`src/rtl/sdram_cmd_pkg.sv`:
```
package sdram_cmd_pkg;

    localparam int NUM_CMDS = 8;

    // enum value doubles as the strobe bit index
    typedef enum logic [2:0] {
        CMD_NOP = 3'd0,
        CMD_ACT = 3'd1,
        CMD_RD  = 3'd2,
        CMD_WR  = 3'd3,
        CMD_PRE = 3'd4,
        CMD_BST = 3'd5,
        CMD_REF = 3'd6,
        CMD_MRS = 3'd7
    } cmd_e;

    typedef enum logic [1:0] {
        BANK_IDLE,
        BANK_OPEN,
        BANK_CLOSING
    } bank_st_e;

    typedef enum logic {
        MODE_UNSET,
        MODE_SET
    } mode_st_e;

    // supported: burst code 0..3, CAS latency 2 or 3
    function automatic logic mode_fields_ok(input logic [6:0] f);
        return !f[2] && ((f[6:4] == 3'd2) || (f[6:4] == 3'd3));
    endfunction

endpackage

```
`src/rtl/sdram_cmd_decode.sv`:
```
module sdram_cmd_decode
    import sdram_cmd_pkg::*;
(
    input  logic cs_n,
    input  logic ras_n,
    input  logic cas_n,
    input  logic we_n,
    output logic cmd_valid,
    output cmd_e cmd
);

    always_comb begin
        cmd_valid = !cs_n;
        unique case ({ras_n, cas_n, we_n})
            3'b111: cmd = CMD_NOP;
            3'b011: cmd = CMD_ACT;
            3'b101: cmd = CMD_RD;
            3'b100: cmd = CMD_WR;
            3'b010: cmd = CMD_PRE;
            3'b110: cmd = CMD_BST;
            3'b001: cmd = CMD_REF;
            3'b000: cmd = CMD_MRS;
            default: cmd = CMD_NOP;
        endcase
    end

endmodule

```
`src/rtl/sdram_bank_fsm.sv`:
```
module sdram_bank_fsm
    import sdram_cmd_pkg::*;
#(
    parameter int ROW_W = 11
) (
    input  logic             clk,
    input  logic             rst_n,
    input  logic             act_go,
    input  logic             rw_go,
    input  logic             ap_req,
    input  logic             pre_go,
    input  logic             burst_end,
    input  logic [ROW_W-1:0] row_in,
    output logic             is_idle,
    output logic             is_ready,
    output logic [ROW_W-1:0] row_q
);

    bank_st_e st_q, st_d;

    always_ff @(posedge clk) begin
        if (!rst_n) st_q <= BANK_IDLE;
        else        st_q <= st_d;
    end

    always_comb begin
        st_d = st_q;
        unique case (st_q)
            BANK_IDLE:    if (act_go) st_d = BANK_OPEN;
            BANK_OPEN: begin
                if (pre_go)                st_d = BANK_IDLE;
                else if (rw_go && ap_req)  st_d = BANK_CLOSING;
            end
            BANK_CLOSING: if (pre_go || burst_end) st_d = BANK_IDLE;
            default:      st_d = BANK_IDLE;
        endcase
    end

    always_ff @(posedge clk) begin
        if (!rst_n)      row_q <= '0;
        else if (act_go) row_q <= row_in;
    end

    assign is_idle  = (st_q == BANK_IDLE);
    assign is_ready = (st_q == BANK_OPEN);

    // a pending auto-precharge finishes on the end-of-burst pulse
    a_r6_ap_close: assert property (@(posedge clk) disable iff (!rst_n)
        (st_q == BANK_CLOSING && burst_end) |=> (st_q == BANK_IDLE));

    // an activate leaves the bank open with the new row
    a_r3_act_row: assert property (@(posedge clk) disable iff (!rst_n)
        act_go |=> (!is_idle && row_q == $past(row_in)));

endmodule

```
`src/rtl/sdram_mode_reg.sv`:
```
module sdram_mode_reg
    import sdram_cmd_pkg::*;
(
    input  logic       clk,
    input  logic       rst_n,
    input  logic       wr_go,
    input  logic [6:0] field_in,
    output logic       mode_valid,
    output logic [2:0] burst_len,
    output logic       wrap_ilv,
    output logic [2:0] cas_lat
);

    mode_st_e   st_q, st_d;
    logic [6:0] field_q;

    always_ff @(posedge clk) begin
        if (!rst_n) st_q <= MODE_UNSET;
        else        st_q <= st_d;
    end

    always_comb begin
        st_d = st_q;
        unique case (st_q)
            MODE_UNSET: if (wr_go) st_d = MODE_SET;
            MODE_SET:   st_d = MODE_SET;
            default:    st_d = MODE_UNSET;
        endcase
    end

    always_ff @(posedge clk) begin
        if (!rst_n)     field_q <= '0;
        else if (wr_go) field_q <= field_in;
    end

    assign mode_valid = (st_q == MODE_SET);
    assign burst_len  = field_q[2:0];
    assign wrap_ilv   = field_q[3];
    assign cas_lat    = field_q[6:4];

    // an accepted write is visible at the next edge
    a_r8_mode_latch: assert property (@(posedge clk) disable iff (!rst_n)
        wr_go |=> (mode_valid && {cas_lat, wrap_ilv, burst_len} == $past(field_in)));

endmodule

```
`src/rtl/sdram_dual_bank_ctl.sv`:
```
module sdram_dual_bank_ctl
    import sdram_cmd_pkg::*;
#(
    parameter int ADDR_W = 12
) (
    input  logic                clk,
    input  logic                rst_n,
    input  logic                cs_n,
    input  logic                ras_n,
    input  logic                cas_n,
    input  logic                we_n,
    input  logic [ADDR_W-1:0]   addr,
    input  logic [1:0]          burst_end,
    output logic [NUM_CMDS-1:0] cmd_strobe,
    output logic                illegal,
    output logic [1:0]          bank_open,
    output logic [ADDR_W-2:0]   row_a,
    output logic [ADDR_W-2:0]   row_b,
    output logic                mode_valid,
    output logic [2:0]          burst_len,
    output logic                wrap_ilv,
    output logic [2:0]          cas_lat
);

    localparam int ROW_W    = ADDR_W - 1;
    localparam int BANK_BIT = ADDR_W - 1;
    localparam int AP_BIT   = ADDR_W - 2;

    logic       cmd_valid;
    cmd_e       cmd;
    logic       bsel, ap, ok, legal_go, bad_go;
    logic [1:0] bank_idle, bank_ready, act_go, rw_go, pre_go;
    logic [ROW_W-1:0] rows [2];

    sdram_cmd_decode u_dec (
        .cs_n(cs_n), .ras_n(ras_n), .cas_n(cas_n), .we_n(we_n),
        .cmd_valid(cmd_valid), .cmd(cmd)
    );

    assign bsel = addr[BANK_BIT];
    assign ap   = addr[AP_BIT];

    always_comb begin
        unique case (cmd)
            CMD_ACT:        ok = bank_idle[bsel] && mode_valid;
            CMD_RD, CMD_WR: ok = bank_ready[bsel];
            CMD_MRS:        ok = (&bank_idle) && mode_fields_ok(addr[6:0]);
            default:        ok = 1'b1;
        endcase
        legal_go = cmd_valid && ok;
        bad_go   = cmd_valid && !ok;
    end

    for (genvar g = 0; g < 2; g++) begin : g_bank
        assign act_go[g] = legal_go && (cmd == CMD_ACT) && (bsel == g[0]);
        assign rw_go[g]  = legal_go && (cmd == CMD_RD || cmd == CMD_WR) && (bsel == g[0]);
        assign pre_go[g] = legal_go && (cmd == CMD_PRE) && (ap || bsel == g[0]);

        sdram_bank_fsm #(.ROW_W(ROW_W)) u_bank (
            .clk(clk), .rst_n(rst_n),
            .act_go(act_go[g]), .rw_go(rw_go[g]), .ap_req(ap),
            .pre_go(pre_go[g]), .burst_end(burst_end[g]),
            .row_in(addr[ROW_W-1:0]),
            .is_idle(bank_idle[g]), .is_ready(bank_ready[g]),
            .row_q(rows[g])
        );
    end

    sdram_mode_reg u_mode (
        .clk(clk), .rst_n(rst_n),
        .wr_go(legal_go && cmd == CMD_MRS),
        .field_in(addr[6:0]),
        .mode_valid(mode_valid), .burst_len(burst_len),
        .wrap_ilv(wrap_ilv), .cas_lat(cas_lat)
    );

    always_ff @(posedge clk) begin
        if (!rst_n) begin
            cmd_strobe <= '0;
            illegal    <= 1'b0;
        end else begin
            cmd_strobe <= legal_go ? (NUM_CMDS'(1) << cmd) : '0;
            illegal    <= bad_go;
        end
    end

    assign bank_open = ~bank_idle;
    assign row_a     = rows[0];
    assign row_b     = rows[1];

    // deselected cycles produce nothing
    a_r1_deselect_quiet: assert property (@(posedge clk) disable iff (!rst_n)
        cs_n |=> (cmd_strobe == '0 && !illegal));

    // at most one strobe, never together with illegal
    a_r2_strobe_onehot: assert property (@(posedge clk) disable iff (!rst_n)
        $onehot0(cmd_strobe) && !(illegal && |cmd_strobe));

    // activate to a bank that is not idle is rejected
    a_r4_act_busy: assert property (@(posedge clk) disable iff (!rst_n)
        (!cs_n && {ras_n, cas_n, we_n} == 3'b011 && bank_open[bsel]) |=> illegal);

    // column access to an idle bank is rejected
    a_r5_rw_closed: assert property (@(posedge clk) disable iff (!rst_n)
        (!cs_n && ras_n && !cas_n && !bank_open[bsel]) |=> illegal);

    // precharge with bit 10 set empties both banks
    a_r7_pre_all: assert property (@(posedge clk) disable iff (!rst_n)
        (!cs_n && {ras_n, cas_n, we_n} == 3'b010 && ap) |=> (bank_open == 2'b00));

    // mode write while a bank is open leaves the fields alone
    a_r9_mrs_busy: assert property (@(posedge clk) disable iff (!rst_n)
        (!cs_n && {ras_n, cas_n, we_n} == 3'b000 && |bank_open)
        |=> (illegal && $stable(cas_lat) && $stable(burst_len)));

endmodule

```
`config.mk`:
```
export PLATFORM = sky130hd
export DESIGN_NAME = sdram_dual_bank_ctl
export DESIGN_NICKNAME = d
export VERILOG_FILES = /design/src/rtl/sdram_cmd_pkg.sv /design/src/rtl/sdram_cmd_decode.sv /design/src/rtl/sdram_bank_fsm.sv /design/src/rtl/sdram_mode_reg.sv /design/src/rtl/sdram_dual_bank_ctl.sv
export SDC_FILE = /design/constraint.sdc
export NUM_CORES = 1
export LEC_CHECK = 0
export ABC_CLOCK_PERIOD_IN_PS = 4300
export BUFFER_PORTS_ARGS = -buffer_cell sky130_fd_sc_hd__buf_2
export CAP_MARGIN = 20
export CORE_UTILIZATION = 40
export CTS_CLUSTER_SIZE = 16
export DETAILED_ROUTE_END_ITERATION = 7
export HOLD_SLACK_MARGIN = 0.15
export PLACE_DENSITY = 0.66
export SLEW_MARGIN = 20
export SYNTH_ARGS = -nofsm -noshare
export SYNTH_HDL_FRONTEND = slang
export SYNTH_HIERARCHICAL = 1
export SYNTH_SLANG_ARGS = --single-unit
```
`constraint.sdc`:
```
create_clock -name clk -period 4.3 [get_ports clk]
set_clock_uncertainty 0.05 [all_clocks]
set_input_delay 1.29 -clock clk [delete_from_list [all_inputs] [get_ports clk]]
set_output_delay 1.29 -clock clk [all_outputs]
set_load 0.05 [all_outputs]
```
==> out/qor.csv <==
stage,metric,value,unit
layout,multi-input logic area,875.8,um^2
worst_hold_path,HP Class,flop to flop,
layout,fillers,424,
place,placed insts,277,
timing,Final min period,3.397,ns
drt,DR DRC count,0,
die,# IOs,61,
timing,"Hold Vio Cnt, Final",0,
timing,Final Slew Violations,0,
place,Area after DPL,0.002155,mm^2
synthesis,Synth Area in Adders,0,%
layout,Final Cell Area,0.002240,mm^2
clock_tree,Worst-Skew Late Latency,0.29,ns
timing,final setup vio count,0,
clock_tree,CTS Buf Count,5,
setup_path,CP arrival,3.54,ns
drt,per-cell routed wire length,12.82,um
global_routing,via count of the first global-routing pass,1337,
synthesis,synth unique cells,31,
die,Core ar.,0.004324,mm^2
timing,fmax,0.2943,GHz
setup_path,CP Data Required Time,4.44,ns
place,Final HPWL DP,2.566,mm
synthesis,Synth Cell Area,0.001798,mm^2
setup_path,critical path class,input port to flop,
synthesis,Mapped Nets,188,
synthesis,Synth warnings,6,
layout,P&R area growth vs syn,24.57,%
clock_tree,post-CTS setup buffers,0,
clock_tree,maximum root-to-sink buffer count,2,
die,Die ar.,0.004767,mm^2
clock_tree,CTS tree,done,
clock_tree,"Reg clk slew, reported paths",0.08,ns
setup_path,crit start category,input port,
synthesis,post-synthesis mux area share,19.55,%
global_routing,global-route wire length before repair,6.168,mm
power_and_ir_drop,maximum vdd ir drop,0.0001958,V
power_and_ir_drop,PD cells,329.0,mW/mm^2
clock_tree,hold buffers post-CTS,0,
drt,max layer used,met4,
synthesis,compound-gate portion of the synthesized area,4.315,%
die,initial core utilization,41.58,%
global_routing,largest net degree at the start of global routing,38,
drt,Routed Wire Length,3.655,mm
outcome,status,"complete, no violations",
die,die width,69.05,um
run,Max Cap Viol,0,
power_and_ir_drop,leakage,0.9288,nW
global_routing,Total GRT Usage,16.14,%
drt,metal3 WL,241,um
place,gp weighted congestion,0.7536,
timing,max_slew headroom,60.22,%
drt,TritonRoute pass-1 iters,4,
layout,register area,860.8,um^2
drt,Initial DRC Count,89,
layout,layout cells sized above 1,33.91,%
setup_path,CP max stage delay,0.48,ns
synthesis,register area share after synthesis,47.88,%
synthesis,XOR/XNOR Fraction of Synth Area,0.4871,%
layout,# nets final,252,
drt,Metal-1 WL,1.743,mm
clock_tree,clk root buf,clkbuf_8,
timing,setup_tns,0,ns
synthesis,Seq cells post-synth,43,
drt,DR WL met2,1.570,mm
timing,Tightest Pin Transition,0.5816,ns
global_routing,antenna violations before repair,0,
setup_path,crit-path cells,"buf_2, nor2b_4, xnor2_1, nand2b_2, nor4b_2, a211oi_4, nor4bb_1, a21oi_1, mux2i_1, nor3b_1",
clock_tree,# resized after CTS,0,
synthesis,Syn Area/Cell,10.70,um^2
synthesis,Post-Synth Simple-Gate Area,23.66,%
clock_tree,clk sinks,43,
synthesis,largest family of logic cells by synthesized area,simple AND/OR/NAND/NOR gates,
global_routing,Overflow after GRT,0,
synthesis,Syn Inst Count,168,
timing,RSZ-0062 raised after global routing,false,
setup_path,Worst Setup End Kind,flop,
layout,fin cells,285,
drt,routed vias/inst,4.849,
die,DIE HEIGHT,69.05,um
drt,Vias,1382,
timing,Final Cycle Share,79.01,%
setup_path,CP Max Fanout,8,
clock_tree,H-tree depth,2,
die,# rows,24,
drt,number of nets with antenna violations after routing,0,
layout,ant diodes,0,
place,IO Port Bufs,60,
setup_path,CP max-delay cell,xnor2_1,
==> area by class of cell <==
cell class	instances	share of cell area, %
clock buffer	6	3.240
clock inverter	2	0.5587
inverter	6	1.006
multi-input combinational	112	39.11
sequential	43	38.44
tap	52	2.905
timing repair buffer	64	14.75
==> synthesized netlist by cell type <==
| cell type | n | area share [%] |
|---|---|---|
| a2111oi_0 | 2 | 0.97 |
| a211oi_4 | 1 | 1.1 |
| a21oi_1 | 3 | 0.83 |
| a32oi_1 | 2 | 0.97 |
| and2b_1 | 2 | 0.83 |
| and3_1 | 1 | 0.35 |
| buf_2 | 2 | 0.56 |
| buf_6 | 3 | 1.9 |
| clkbuf_1 | 2 | 0.42 |
| dfxtp_1 | 43 | 48 |
| inv_1 | 6 | 1.3 |
| mux2_2 | 1 | 0.63 |
| mux2i_1 | 34 | 19 |
| nand2_1 | 3 | 0.63 |
| nand2b_1 | 1 | 0.35 |
| nand2b_2 | 1 | 0.49 |
| nand3_1 | 3 | 0.83 |
| nand3b_1 | 1 | 0.42 |
| nand4b_1 | 1 | 0.49 |
| nor2_1 | 9 | 1.9 |
| nor2b_1 | 30 | 10 |
| nor2b_4 | 1 | 0.77 |
| nor3_1 | 4 | 1.1 |
| nor3b_1 | 4 | 1.7 |
| nor3b_2 | 1 | 0.70 |
| nor4b_1 | 2 | 0.97 |
| nor4b_2 | 1 | 0.83 |
| nor4bb_1 | 1 | 0.56 |
| o21a_1 | 1 | 0.42 |
| or3_1 | 1 | 0.35 |
| xnor2_1 | 1 | 0.49 |
==> cells by family after synthesis <==
kind of cell | after synthesis
AO/OA/AOI/OAI | 9
XOR/XNOR | 1
buffers and inverters | 13
flip-flops | 43
multiplexers | 35
AND/OR/NAND/NOR | 67
==> report_power, final <==
part / leakage [nW] / switching (mW) / internal (mW)
clock: 0.0412 / 0.137 / 0.114
combinational: 0.541 / 0.0514 / 0.0304
sequential: 0.347 / 0.00194 / 0.402
total: 0.929 / 0.191 / 0.546
==> placed cells by master, fill, tap and decap left out, types with 2 or more instances in the layout <==
cell	count
inv_1	6
nor2_1	9
mux2i_1	34
buf_2	60
clkbuf_8	5
a2111oi_0	2
a32oi_1	2
nor3_1	4
and2b_1	2
nand3_1	3
nor4b_2	3
a21oi_1	3
nand2_1	3
nor2b_1	30
nor3b_1	4
buf_4	4
dfxtp_1	43
==> flip-flops by register name (all words and copies together), names as in the netlist <==
signal               cells
cmd_strobe               8
g_bank.u_bank/row_q     22
g_bank.u_bank/st_q       4
illegal                  1
u_mode/field_q           7
u_mode/mode_valid        1
==> metal layers <==
layer	track usage [%]	vias to the layer above
li1	-	704
met2	24.60	46
met5	0	-
met3	4.678	11
met1	20.17	621
met4	9.524	0
==> through the flow <==
stage	setup slack (ns)	hold slack, ns	util, %	power (mW)
finish	0.9026	0.4085	51.79	0.7368
global route	0.6545	0.4551	51.79	0.7724
CTS	0.9327	0.4132	51.79	0.7465
detailed placement	0.6149	0.4074	49.83	0.4959
global placement	0.7370	0.4112	49.83	0.4956
floorplan	0.7170	0.3869	-	0.4685
==> worst max-delay path, delay by kind of cell <==
family                 cells  cell delay [ns]
AO/OA/AOI/OAI              2             0.24
AND/OR/NAND/NOR            5             1.24
XOR/XNOR                   1             0.48
multiplexers               1             0.15
buffers and inverters      1             0.12
==> final timing paths <==
path | depth (start not counted) | slack (ns) | endpoint | from
worst max-delay path | 10 | 0.90 | g_bank[0].u_bank/st_q[0] | cas_n
worst min-delay path | 1 | 0.41 | g_bank[0].u_bank/st_q[0] | g_bank[0].u_bank/st_q[1]
worst max register to register | 8 | 2.19 | g_bank[0].u_bank/st_q[0] | g_bank[0].u_bank/st_q[0]
worst min register to register | 1 | 0.41 | g_bank[0].u_bank/st_q[0] | g_bank[0].u_bank/st_q[1]
(Power assumes the default switching activity.)
